**src/rtl/mfio_pkg.sv**
```systemverilog
package mfio_pkg;

    // Number of event-capable inputs (index 0 drives slow, index 1 drives stop)
    localparam int N_EXT   = 2;
    localparam int RADDR_W = 3;

    typedef enum logic [RADDR_W-1:0] {
        RA_OUTSEL = 3'd0,
        RA_OUTVAL = 3'd1,
        RA_EVSEL  = 3'd2,
        RA_TRIG   = 3'd3,
        RA_EVEN   = 3'd4,
        RA_PEND   = 3'd5,
        RA_INLVL  = 3'd6
    } reg_addr_e;

    typedef struct packed {
        logic [N_EXT-1:0] sel;
        logic [N_EXT-1:0] edge_mode;
        logic [N_EXT-1:0] smi_en;
        logic [N_EXT-1:0] act_en;
    } ext_cfg_t;

    function automatic logic wr_hit(input logic wr, input logic [RADDR_W-1:0] addr,
                                    input reg_addr_e target);
        return wr && (reg_addr_e'(addr) == target);
    endfunction

endpackage

```
**src/rtl/mfio_regfile.sv**
```systemverilog
module mfio_regfile
    import mfio_pkg::*;
#(
    parameter int              N_OUT      = 6,
    parameter int              N_IN       = 5,
    parameter logic [N_OUT-1:0] RST_OUTSEL = 6'b111011
) (
    input  logic                clk,
    input  logic                rst,
    input  logic                wr,
    input  logic [RADDR_W-1:0]  addr,
    input  logic [N_OUT-1:0]    wdata,
    output logic [N_OUT-1:0]    rdata,
    input  logic [N_EXT-1:0]    pend,
    input  logic [N_IN-1:0]     in_lvl,
    output logic [N_OUT-1:0]    outsel,
    output logic [N_OUT-1:0]    outval,
    output ext_cfg_t            cfg,
    output logic [N_EXT-1:0]    pend_clr,
    output logic                outsel_wr
);
    localparam int EN_W = 2 * N_EXT;

    logic [N_EXT-1:0] evsel_q, trig_q;
    logic [EN_W-1:0]  even_q;

    always_ff @(posedge clk) begin
        if (rst) begin
            outsel  <= RST_OUTSEL;
            outval  <= '1;
            evsel_q <= '0;
            trig_q  <= '0;
            even_q  <= '0;
        end else begin
            if (wr_hit(wr, addr, RA_OUTSEL)) outsel  <= wdata;
            if (wr_hit(wr, addr, RA_OUTVAL)) outval  <= wdata;
            if (wr_hit(wr, addr, RA_EVSEL))  evsel_q <= wdata[N_EXT-1:0];
            if (wr_hit(wr, addr, RA_TRIG))   trig_q  <= wdata[N_EXT-1:0];
            if (wr_hit(wr, addr, RA_EVEN))   even_q  <= wdata[EN_W-1:0];
        end
    end

    // Enable register: bit 2e = interrupt enable, bit 2e+1 = clock action enable
    for (genvar e = 0; e < N_EXT; e++) begin : g_cfg
        assign cfg.smi_en[e] = even_q[2*e];
        assign cfg.act_en[e] = even_q[2*e+1];
    end
    assign cfg.sel       = evsel_q;
    assign cfg.edge_mode = trig_q;

    assign pend_clr  = wr_hit(wr, addr, RA_PEND) ? wdata[N_EXT-1:0] : '0;
    assign outsel_wr = wr_hit(wr, addr, RA_OUTSEL);

    always_comb begin
        rdata = '0;
        case (reg_addr_e'(addr))
            RA_OUTSEL: rdata = outsel;
            RA_OUTVAL: rdata = outval;
            RA_EVSEL:  rdata[N_EXT-1:0] = evsel_q;
            RA_TRIG:   rdata[N_EXT-1:0] = trig_q;
            RA_EVEN:   rdata[EN_W-1:0]  = even_q;
            RA_PEND:   rdata[N_EXT-1:0] = pend;
            RA_INLVL:  rdata[N_IN-1:0]  = in_lvl;
            default:   rdata = '0;
        endcase
    end


    outval_hold_chk: assert property (@(posedge clk) disable iff (rst)
        !wr_hit(wr, addr, RA_OUTVAL) |=> $stable(outval));

endmodule

```
**src/rtl/mfio_wprot.sv**
```systemverilog
module mfio_wprot #(
    parameter int                PAGE_W  = 8,
    parameter logic [PAGE_W-1:0] WP_PAGE = 8'h0F
) (
    input  logic              clk,
    input  logic              rst,
    input  logic              rom_acc,
    input  logic [PAGE_W-1:0] rom_page,
    input  logic              rearm,
    output logic              wp_lvl
);
    logic hit;
    assign hit = rom_acc && (rom_page == WP_PAGE);

    always_ff @(posedge clk) begin
        if (rst)        wp_lvl <= 1'b1;
        else if (hit)   wp_lvl <= 1'b0;
        else if (rearm) wp_lvl <= 1'b1;
    end


    wp_drop_chk: assert property (@(posedge clk) disable iff (rst)
        (rom_acc && rom_page == WP_PAGE) |=> !wp_lvl);


    wp_keep_chk: assert property (@(posedge clk) disable iff (rst)
        (!wp_lvl && !rearm) |=> !wp_lvl);

endmodule

```
**src/rtl/mfio_insync.sv**
```systemverilog
module mfio_insync
    import mfio_pkg::*;
#(
    parameter int N_IN = 5
) (
    input  logic             clk,
    input  logic             rst,
    input  logic [N_IN-1:0]  pins,
    output logic [N_IN-1:0]  sync,
    output logic [N_EXT-1:0] prev
);
    logic [N_IN-1:0] stage1;

    for (genvar i = 0; i < N_IN; i++) begin : g_sync
        always_ff @(posedge clk) begin
            if (rst) begin
                stage1[i] <= 1'b1;
                sync[i]   <= 1'b1;
            end else begin
                stage1[i] <= pins[i];
                sync[i]   <= stage1[i];
            end
        end
    end

    // Delayed copy for falling-edge detection on event-capable inputs
    always_ff @(posedge clk) begin
        if (rst) prev <= '1;
        else     prev <= sync[N_EXT-1:0];
    end

endmodule

```
**src/rtl/mfio_ext.sv**
```systemverilog
module mfio_ext
    import mfio_pkg::*;
(
    input  logic             clk,
    input  logic             rst,
    input  ext_cfg_t         cfg,
    input  logic [N_EXT-1:0] sync,
    input  logic [N_EXT-1:0] prev,
    input  logic [N_EXT-1:0] pend_clr,
    output logic [N_EXT-1:0] pend,
    output logic             smi_req,
    output logic             clk_slow_req,
    output logic             clk_stop_req
);
    logic [N_EXT-1:0] req;

    for (genvar e = 0; e < N_EXT; e++) begin : g_ev
        logic fall, set_p;
        assign fall  = prev[e] && !sync[e];
        assign set_p = cfg.sel[e] && cfg.edge_mode[e] && fall;

        always_ff @(posedge clk) begin
            if (rst) pend[e] <= 1'b0;
            else     pend[e] <= set_p || (pend[e] && !pend_clr[e]);
        end

        assign req[e] = cfg.sel[e] && (cfg.edge_mode[e] ? pend[e] : !sync[e]);


        pend_keep_chk: assert property (@(posedge clk) disable iff (rst)
            (pend[e] && !pend_clr[e]) |=> pend[e]);


        pend_rise_chk: assert property (@(posedge clk) disable iff (rst)
            (!pend[e] && !(cfg.edge_mode[e] && cfg.sel[e])) |=> !pend[e]);
    end

    assign smi_req      = |(req & cfg.smi_en);
    assign clk_slow_req = req[0] && cfg.act_en[0];
    assign clk_stop_req = req[1] && cfg.act_en[1];


    unsel_quiet_chk: assert property (@(posedge clk) disable iff (rst)
        (cfg.sel == '0) |-> !(smi_req || clk_slow_req || clk_stop_req));


    level_slow_chk: assert property (@(posedge clk) disable iff (rst)
        (cfg.sel[0] && !cfg.edge_mode[0] && !sync[0] && cfg.act_en[0]) |-> clk_slow_req);

endmodule

```
**src/rtl/mfio_pins.sv**
```systemverilog
module mfio_pins
    import mfio_pkg::*;
#(
    parameter int                 N_OUT      = 6,
    parameter int                 N_IN       = 5,
    parameter int                 WP_IDX     = 2,
    parameter int                 PAGE_W     = 8,
    parameter logic [PAGE_W-1:0]  WP_PAGE    = 8'h0F,
    parameter logic [N_OUT-1:0]   RST_OUTSEL = 6'b111011
) (
    input  logic               clk,
    input  logic               rst,
    input  logic               reg_wr,
    input  logic [2:0]         reg_addr,
    input  logic [N_OUT-1:0]   reg_wdata,
    output logic [N_OUT-1:0]   reg_rdata,
    input  logic [N_OUT-2:0]   alt_out,
    input  logic               rom_acc,
    input  logic [PAGE_W-1:0]  rom_page,
    input  logic [N_IN-1:0]    in_pins,
    output logic [N_OUT-1:0]   out_pins,
    output logic               smi_req,
    output logic               clk_slow_req,
    output logic               clk_stop_req
);
    logic [N_OUT-1:0] outsel, outval, alt_lvl;
    logic [N_IN-1:0]  in_sync;
    logic [N_EXT-1:0] prev, pend, pend_clr;
    ext_cfg_t         cfg;
    logic             outsel_wr, wp_lvl;

    mfio_regfile #(.N_OUT(N_OUT), .N_IN(N_IN), .RST_OUTSEL(RST_OUTSEL)) u_regs (
        .clk(clk), .rst(rst), .wr(reg_wr), .addr(reg_addr), .wdata(reg_wdata),
        .rdata(reg_rdata), .pend(pend), .in_lvl(in_sync), .outsel(outsel),
        .outval(outval), .cfg(cfg), .pend_clr(pend_clr), .outsel_wr(outsel_wr)
    );

    mfio_wprot #(.PAGE_W(PAGE_W), .WP_PAGE(WP_PAGE)) u_wp (
        .clk(clk), .rst(rst), .rom_acc(rom_acc), .rom_page(rom_page),
        .rearm(outsel_wr), .wp_lvl(wp_lvl)
    );

    mfio_insync #(.N_IN(N_IN)) u_sync (
        .clk(clk), .rst(rst), .pins(in_pins), .sync(in_sync), .prev(prev)
    );

    mfio_ext u_ext (
        .clk(clk), .rst(rst), .cfg(cfg), .sync(in_sync[N_EXT-1:0]), .prev(prev),
        .pend_clr(pend_clr), .pend(pend), .smi_req(smi_req),
        .clk_slow_req(clk_slow_req), .clk_stop_req(clk_stop_req)
    );

    for (genvar i = 0; i < N_OUT; i++) begin : g_alt
        if (i == WP_IDX) begin : g_wp
            assign alt_lvl[i] = wp_lvl;
        end else if (i < WP_IDX) begin : g_lo
            assign alt_lvl[i] = alt_out[i];
        end else begin : g_hi
            assign alt_lvl[i] = alt_out[i-1];
        end
    end

    assign out_pins = (outsel & outval) | (~outsel & alt_lvl);


    gpo_drive_chk: assert property (@(posedge clk) disable iff (rst)
        outsel[0] |-> (out_pins[0] == outval[0]));

endmodule

```
**config.mk**
```make
export PLATFORM = sky130hd
export DESIGN_NAME = mfio_pins
export DESIGN_NICKNAME = d
export VERILOG_FILES = /design/src/rtl/mfio_pkg.sv /design/src/rtl/mfio_regfile.sv /design/src/rtl/mfio_wprot.sv /design/src/rtl/mfio_insync.sv /design/src/rtl/mfio_ext.sv /design/src/rtl/mfio_pins.sv
export SDC_FILE = /design/constraint.sdc
export NUM_CORES = 1
export LEC_CHECK = 0
export BUFFER_PORTS_ARGS = -buffer_cell sky130_fd_sc_hd__buf_2
export CAP_MARGIN = 40
export CORE_ASPECT_RATIO = 1.5
export CORE_MARGIN = 4
export CORE_UTILIZATION = 55
export DETAILED_ROUTE_END_ITERATION = 10
export GPL_TIMING_DRIVEN = 0
export PLACE_DENSITY = 0.86
export SETUP_SLACK_MARGIN = 0.3
export SYNTH_ARGS = -nofsm -noshare
export SYNTH_HDL_FRONTEND = slang
export SYNTH_SLANG_ARGS = --single-unit
```
**constraint.sdc**
```tcl
create_clock -name clk -period 1.6 [get_ports clk]
set_input_delay 0.08 -clock clk [delete_from_list [all_inputs] [get_ports clk]]
set_output_delay 0.08 -clock clk [all_outputs]
set_load 0.02 [all_outputs]
```
==> metrics.txt, run 1 <==
outcome=completed; main combinational cell family by area after synthesis=simple AND/OR/NAND/NOR gates; Layout Nets=250; fmax=630.2 MHz; first-pass GRT wire length=around 6600 µm; CTS tree=built; GPL Wtd Cong=0.8536; Mapped Area=1639 µm²; Power Density=875.2 nW/µm²; clock buffer count from CTS=5; Mapped Nets=191; worst vdd ir=1.029 mV; Synth Area per Inst=10.24 µm²; Core Footprint=2883 µm²; first-pass detailed-route iteration total=4; Cells after Synth=between 150 and 200; CP Max Fanout=3; Post-synth EDFFs=0; Initial DRC Count=46; clk sinks=35; area grow syn2layout=32.14%; via count=1465; post-layout util=75.13%; Post-synth ARST share=0%; setup ws final=0.01320 ns; R2R Path Start=u_regs.outsel[3]; Hold Crit Start=reg_wdata[5]; fillers=223; Tmin final=1.587 ns; period utilization=between 90% and 100%; Critical Path AT=1.51 ns; drt wl/cell=16.88 µm; post-synthesis compound-gate area fraction=13.13%; worst reg2reg path endpoint=u_regs.outsel[3]; Hold Path Class=in2reg; CTS Root Cell=clkbuf_8; worst reg2reg path depth=2; max_slew headroom=62.60%; fin area=2166 µm²; CTS clk-pin slew, worst paths=0.07 ns; Ant. Diodes=0; worst path required time=1.52 ns; worst skew pair latency=roughly 0.28 ns; Final Hold Vio Count=0; Crit Path Class=reg2out; grt ovf=0; Worst Clk Skew=0.005717 ns; Initial Util=56.86%; RSZ-0062 raised after global routing=yes; Post-Synth Simple-Gate Area=22.82%; synth warn=0; TNS Setup=0 ns; Leakage=0.9002 nW; slack of the worst reg-to-reg path=approximately 0.73 ns; count of pins over their slew limit=0; die area=between 3000 and 4000 µm²; largest net degree at the start of global routing=11; Max H-tree Level=2; post-synthesis cell type count=36; vias per inst=5.656; std cell rows=24; Place WS=0.2389 ns; vias in the first global route=1502; DRC Markers=0; Die Height=74.86 µm; XOR/XNOR Fraction of Synth Area=0%; layout cell share with drive strength beyond 1=48.64%; ANT nets after route=0; hold depth=2; GRT Total Usage=22.77%; pin slew with the least headroom to its limit=between 0.5 and 0.6 ns; final setup fails=0; Seq/Total Area, Yosys=42.75%; port bufs=43; number of synthesized register bits=35; # IOs=46; Max Cap Viol=0; Post-DP HPWL=just under 3000 µm; antenna violations before repair=0; routed wire length=4371 µm; Placed Area=1903 µm²; Hold Path End=u_regs.outsel[5]; mux share of post-synthesis cell area=~16%; Clock Tree Buf Depth=2; Adder-Cell Fraction of Synth Area=0%; die width=52.58 µm; ys flop type=dfxtp_1; critical path startpoint category=flop; Critical Path Sink Type=primary output
[per-layer routing]
metal	GRT usage, %	wire (µm)	vias to the layer above	share of wire [%]
met2	39.09	2361	67	54
met3	4.950	299	18	6.8
met5	0	0	-	0
met1	25.68	1594	686	36
li1	-	-	694	-
met4	12.78	116	0	2.7
[cell usage in the layout, fill, tap and decap left out, types with 7 or more instances in the layout]
cell,n
buf_2,41
dfxtp_1,24
mux2i_1,13
or2_2,12
nor2_1,11
nor2b_1,11
a211o_1,11
dfxtp_2,10
mux2_2,7
buf_4,7
clkbuf_8,7
[Yosys cell counts, drive strengths merged, types with 4 or more instances]
cell type  count  area (µm²)
dfxtp         35       700.7
mux2i         13       130.1
or2           13       81.33
nor2          12       45.04
a211o         11       96.34
nor2b         11       68.82
mux2          10       112.6
buf            7       56.30
o21ai          7       35.03
clkbuf         4       16.26
nand4b         4       35.03
[cells by family (layout without fill, tap and decap cells)]
kind of cell,Yosys count,after routing
buffers and inverters,14,74
multiplexers,24,24
flip-flops,35,35
AND/OR/NAND/NOR,58,58
AO/OA/AOI/OAI,29,29
[how the worst max path moves through the flow]
stage                                 from           end  slack, ns  cells past startpoint
after CTS                   u_sync.sync[1]  reg_rdata[1]       0.02                      3
after global routing        u_sync.sync[1]  reg_rdata[1]      -0.02                      3
final                     u_regs.outsel[1]  reg_rdata[1]       0.01                      3
after detailed placement  u_regs.trig_q[1]       smi_req       0.24                      4
after floorplan                reg_addr[2]  reg_rdata[2]       0.35                      5
after global placement    u_regs.trig_q[1]       smi_req       0.26                      4
[flip-flops by register name, indices dropped and copies added (netlist names)]
signal and count:
u_ext.pend 2, u_regs.outval 6, u_wp.wp_lvl 1, u_regs.even_q 4
u_regs.evsel_q 2, u_regs.trig_q 2, u_sync.prev 2, u_sync.stage1 5
u_regs.outsel 6, u_sync.sync 5
[through the flow]
step	power [mW]	std cells	hold WS, ns
6_report	1.896	259	0.01173
5_1_grt	1.975	259	0.01419
4_1_cts	1.889	259	0.008042
3_5_place_dp	1.181	242	0.2645
3_3_place_gp	1.168	242	0.2617
2_1_floorplan	1.085	160	0.1838
[what timing repair did]
action,CTS,global route
gates resized for setup,17,18
pin swaps,2,1
hold buffers,5,0
endpoints found under the setup margin,7,8
gates cloned,0,0
setup buffers,4,0
hold endpoints to repair,5,0
[critical path: stages, from the launching register on]
cell and delay (ns):
dfxtp_1 0.34, mux4_2 0.46, mux2_4 0.29, buf_6 0.13
[where the power goes]
part,internal (mW),switching [mW]
clock,0.393,0.301
sequential,0.899,0.0172
combinational,0.143,0.142
[final cells by class]
| class | instances | area [µm²] | share of cell area (%) |
|---|---|---|---|
| multi-input cells | 111 | 897.1 | 41.42 |
| flip-flops and latches | 35 | 716.9 | 33.10 |
| repair buffers | 52 | 319.1 | 14.73 |
| clock buffers | 8 | 100.1 | 4.622 |
| plain buffers | 11 | 72.57 | 3.351 |
| well taps | 39 | 48.80 | 2.253 |
| inverters | 3 | 11.26 | 0.5199 |
(Power assumes the default switching activity.)
==> run 2: changes to the inputs <==
--- a/config.mk
+++ b/config.mk
@@ -5,14 +5,16 @@
 export SDC_FILE = /design/constraint.sdc
 export NUM_CORES = 1
 export LEC_CHECK = 0
-export BUFFER_PORTS_ARGS = -buffer_cell sky130_fd_sc_hd__buf_2
 export CAP_MARGIN = 40
 export CORE_ASPECT_RATIO = 1.5
 export CORE_MARGIN = 4
-export CORE_UTILIZATION = 55
+export CORE_UTILIZATION = 58
+export CTS_CLUSTER_SIZE = 10
 export DETAILED_ROUTE_END_ITERATION = 10
+export DONT_BUFFER_PORTS = 1
 export GPL_TIMING_DRIVEN = 0
-export PLACE_DENSITY = 0.86
+export PLACE_DENSITY = 0.76
+export REMOVE_ABC_BUFFERS = 1
 export SETUP_SLACK_MARGIN = 0.3
 export SYNTH_ARGS = -nofsm -noshare
 export SYNTH_HDL_FRONTEND = slang
==> run 2 against run 1 <==
  * Critical path type unchanged
  * Sequential power barely moved
  * Maximum frequency rose by 7.4%
  * Register-to-register slack got worse by 0.10 ns
==> metrics.txt, run 2 (synthesis results as in run 1) <==
clk sinks=35; Place WS=0.2918 ns; worst reg2reg path depth=3; CTS tree=built; area grow syn2layout=20.08%; via count=1210; Crit Path Class=reg2out; area of the multi-input gates=925.9 µm²; slack of the worst reg-to-reg path=approximately 0.63 ns; worst vdd ir=between 0.7 and 0.8 mV; GPL Wtd Cong=0.7306; Hold Path Class=in2reg; period utilization=92.37%; layout cell share with drive strength beyond 1=32.57%; CTS clk-pin slew, worst paths=0.06 ns; ANT nets after route=0; total net switching power=422.6 µW; die width=51.41 µm; slowest stage delay, CP=roughly 0.45 ns; GRT Total Usage=21.90%; Crit path buffers/inverters=0; WP depth=2; first-pass GRT wire length=just over 6000 µm; CP Max Fanout=4; RSZ-0062 raised after global routing=yes; total power=1.826 mW; pin slew with the least headroom to its limit=0.6935 ns; setup ws final=0.1221 ns; post-route non-filler standard cell count=212; placed instance count=186; outcome=completed; register area=709.4 µm²; TNS Setup=0 ns; CTS Root Cell=clkbuf_8; Max Cap Viol=0; Worst setup endpoint=reg_rdata[1]; Hold Crit Start=rom_page[0]; CP top delay family=multiplexers; Critical Path Sink Type=primary output; commonest non-fill, non-tap cell in the layout=dfxtp_1; count of pins over their slew limit=0; sw frac=23.15%; die area=roughly 3800 µm²; worst reg2reg path endpoint=u_regs.outsel[3]; fmax=~680 MHz; Largest regs=u_regs.outsel (6), u_regs.outval (6); clock group share of total power=38.3%; most frequent cells in the layout=28 x dfxtp_1, 13 x mux2i_1, 13 x or2_2, 13 x dlygate4sd3_1, 12 x nor2_1; Ant. Diodes=0; Comb power frac=between 10% and 20%; max_slew headroom=~54%; Initial Util=about three fifths; worst path required time=between 1.5 and 2 ns; Worst Clk Skew=0.006188 ns; origin of the worst setup path=u_sync.sync[1]; routed wire length=3557 µm; vias in the first global route=1272; std cell rows=23; largest net degree at the start of global routing=36; P_int=1.403 mW; final setup fails=0; worst skew pair latency=0.29 ns; drt wl/cell=16.78 µm; Min Hold Slack=0.04914 ns; Critical Path AT=1.40 ns; port bufs=0; Leakage=around 0.72 nW; antenna violations before repair=0; Layout Nets=205; first-pass detailed-route iteration total=4; register share of total power=50.2%; fillers=between 200 and 250; Post-DP HPWL=2342 µm; grt ovf=0; crit path max-delay cell type=mux4_2; R2R Path Start=u_regs.outsel[3]; Core Footprint=2705 µm²; vias per inst=5.708; Initial DRC Count=13; critical path startpoint category=flop; Power Density=927.6 nW/µm²; critical path cell sequence=mux4_2 > mux2_4; Clock Tree Buf Depth=2; clock buffer count from CTS=5; Die Height=73.11 µm; # IOs=46; Final Hold Vio Count=0; Tmin final=1.478 ns; Max H-tree Level=2; DRC Markers=0
-- run 2: cell types whose count changed in the layout (fill, tap and decap cells not counted), moves of 3 or more --
cell / change
buf_2: -41
buf_4: -3
buf_6: -6
clkbuf_1: -3
dfxtp_1: +4
dfxtp_2: -3
dlygate4sd3_1: +8
-- run 2: how the worst min path moves through the flow --
stage / to / slack (ns) / cells past startpoint
3_5_place_dp: u_regs.evsel_q[1] / 0.16 / 1
2_1_floorplan: u_ext.pend[0] / 0.15 / 1
6_report: u_wp.wp_lvl / 0.05 / 3
5_1_grt: u_ext.pend[1] / 0.08 / 3
3_3_place_gp: u_ext.pend[0] / 0.16 / 1
4_1_cts: u_wp.wp_lvl / 0.04 / 3
-- run 2: area by class of cell --
class	instances	area share, %
Multi-Input combinational cell	111	47.04
Sequential cell	35	36.05
Tap cell	37	2.352
Clock buffer	8	5.086
Inverter	3	0.5722
Timing Repair Buffer	18	8.900
-- run 2: power groups by stage --
stage	Clock [mW]	Combinational [mW]	Sequential [mW]
6_report	0.699	0.210	0.916
5_1_grt	0.755	0.227	0.919
4_1_cts	0.719	0.203	0.915
3_5_place_dp	0	0.139	0.935
3_3_place_gp	0	0.136	0.933
2_1_floorplan	0	0.125	0.929
-- run 2: worst min-delay path: cells and delay by family --
family	cells	cell delay [ns]
simple gates	2	0.09
compound gates	1	0.13
-- run 2: metrics by stage --
stage	instance area, µm²	utilization (%)
global placement	1613	59.62
finish	1968	72.76
floorplan	1567	-
CTS	1933	71.46
detailed placement	1613	59.62
global route	1968	72.76
-- run 2: timing repair --
action	CTS	global route
buffers inserted	3	1
pin swaps	3	3
hold buffers	13	0
gates resized for setup	24	4
setup endpoints to repair	9	7
endpoints found under the hold margin	35	0
-- run 2: layer usage --
layer  wire length (µm)  global-route usage (%)  up-vias  part of all wire, %
li1                   -                       -      599                    -
met5                  0                       0        -                    0
met3                239                   7.771        6                  6.7
met2               1833                   36.40       36                   52
met1               1407                   24.49      569                   40
met4                 77                   10.50        0                  2.2
==> run 3: changes to the inputs <==
--- a/config.mk
+++ b/config.mk
@@ -8,12 +8,12 @@
 export CAP_MARGIN = 40
 export CORE_ASPECT_RATIO = 1.5
 export CORE_MARGIN = 4
-export CORE_UTILIZATION = 58
+export CORE_UTILIZATION = 25
 export CTS_CLUSTER_SIZE = 10
 export DETAILED_ROUTE_END_ITERATION = 10
 export DONT_BUFFER_PORTS = 1
 export GPL_TIMING_DRIVEN = 0
-export PLACE_DENSITY = 0.76
+export PLACE_DENSITY = 0.4
 export REMOVE_ABC_BUFFERS = 1
 export SETUP_SLACK_MARGIN = 0.3
 export SYNTH_ARGS = -nofsm -noshare
==> run 3 against run 2 <==
  * Critical path depth unchanged
  * Worst setup slack better by 0.0076 ns
  * Clock power up 0.6%
  * Global-route usage down 11 points
  * Combinational power about the same
  * Die area up 110%
  * Worst hold slack worse by 0.020 ns
  * First-iteration DRC count rose to 7.0 times the previous value
  * Cell area up 2.0%
  * Count of clock-buffer cells in the layout unchanged
  * Maximum frequency up 0.51%
  * Sequential share of layout area down 0.59 points
  * Critical endpoint unchanged
  * Highest routed layer unchanged
==> metrics.txt, run 3 (synthesis results as in run 1) <==
commonest non-fill, non-tap cell in the layout=dfxtp_1; area grow syn2layout=22.52%; CTS Root Cell=clkbuf_8; CP top delay family=multiplexers; CTS clk-pin slew, worst paths=0.07 ns; fmax=680.1 MHz; GRT Total Usage=10.75%; Initial DRC Count=approximately 90; placed instance count=between 200 and 250; die area=7942 µm²; Clock Tree Buf Depth=2; Hold Path Class=in2reg; via count=1240; vias in the first global route=1257; clock buffer count from CTS=5; clk sinks=35; Critical Path Sink Type=primary output; Tmin final=1.470 ns; most frequent cells in the layout=26 x dfxtp_1, 13 x mux2i_1, 13 x or2_2, 12 x nor2_1, 12 x dlygate4sd3_1; Crit Path Class=reg2out; DRC Markers=0; count of pins over their slew limit=0; Die Height=107.2 µm; Crit path buffers/inverters=0; layout cell share with drive strength beyond 1=~34%; Post-DP HPWL=2656 µm; Leakage=0.7167 nW; # IOs=46; TNS Setup=0 ns; met2 routed WL=1886 µm; critical path startpoint category=flop; period utilization=between 90 and 100%; worst skew pair latency=0.28 ns; CP Max Fanout=4; Initial Util=around a quarter; Largest regs=u_regs.outsel (6), u_regs.outval (6); CTS tree=built; metal3 WL=397 µm; grt ovf=0; Worst Clk Skew=0.001200 ns; antenna violations before repair=0; fin area=2008 µm²; total net switching power=427.1 µW; port bufs=0; slowest stage delay, CP=0.46 ns; clock group share of total power=38.4%; std cell rows=35; drt wl/cell=16.26 µm; M1 wire length=1659 µm; Power Density=911.5 nW/µm²; final setup fails=0; die width=~74 µm; Core Footprint=6262 µm²; largest net degree at the start of global routing=36; Ant. Diodes=0; worst path required time=1.52 ns; outcome=completed; max_slew headroom=about half; setup ws final=0.1297 ns; worst vdd ir=0.2961 mV; Final Hold Vio Count=0; register share of total power=50.0%; Placed Area=1659 µm²; GPL Wtd Cong=0.7103; RSZ-0062 raised after global routing=yes; Max Cap Viol=0; first-pass detailed-route iteration total=4; Place WS=0.2475 ns; critical path cell sequence=mux4_2 > mux2_4; post-route non-filler standard cell count=247; routed wire length=4017 µm; sw frac=roughly a quarter; Layout Nets=203; vias per inst=roughly 5.0; Max H-tree Level=2; pin slew with the least headroom to its limit=0.7595 ns; Comb power frac=11.6%; P_int=1.403 mW; ANT nets after route=0; crit path max-delay cell type=mux4_2; first-pass GRT wire length=6451 µm; Critical Path AT=~1.4 ns; top routing layer in use=met4
==> run 3: changes by cell type in the layout (fill, tap and decap cells not counted), sizes merged <==
cell / delta
buf: -1
dlygate4sd3: -1
==> run 3: area by class of cell <==
| class | count | area, µm² |
|---|---|---|
| Fill cell | 664 | 4254 |
| Multi-Input combinational cell | 111 | 929.6 |
| Sequential cell | 35 | 711.9 |
| Timing Repair Buffer | 16 | 162.7 |
| Clock buffer | 8 | 100.1 |
| Tap cell | 74 | 92.59 |
| Inverter | 3 | 11.26 |
==> run 3: power groups by stage <==
stage | registers, mW | clock network [mW] | logic (mW)
2_1_floorplan | 0.929 | 0 | 0.125
3_3_place_gp | 0.934 | 0 | 0.138
3_5_place_dp | 0.935 | 0 | 0.141
4_1_cts | 0.915 | 0.742 | 0.206
5_1_grt | 0.919 | 0.772 | 0.231
6_report | 0.916 | 0.703 | 0.211
==> run 3: worst paths after layout <==
kind	from	endpoint	slack, ns	cells past startpoint
max reg2reg	u_regs.outsel[3]	u_regs.outsel[3]	0.73	2
min reg2reg	u_sync.stage1[4]	u_sync.sync[4]	0.41	1
max	u_sync.sync[1]	reg_rdata[1]	0.13	2
min	rom_page[0]	u_wp.wp_lvl	0.03	3
==> run 3: per-stage QoR <==
stage	utilization, %	total power [mW]	hold WS (ns)
2_1_floorplan	-	1.054	0.1491
6_report	32.07	1.830	0.02899
3_5_place_dp	26.49	1.075	0.1599
5_1_grt	32.07	1.922	0.06026
4_1_cts	31.43	1.863	0.01859
3_3_place_gp	26.49	1.073	0.1575
==> run 3: worst min-delay path, stage by stage <==
cell	delay, ns
nand3_1	0.05
nor4b_1	0.05
o21bai_1	0.10
==> run 3: timing repair <==
action                                  CTS  global route
endpoints found under the hold margin    35             0
gates resized for setup                  22             8
hold buffers                             13             0
setup buffers                             1             2
pin swaps                                 5             5
endpoints found under the setup margin    9             7
==> run 3: routing by layer <==
metal	vias to the layer above	track usage [%]
met5	-	0
met4	0	4.404
met2	42	16.75
met1	598	12.75
met3	6	4.597
li1	594	-
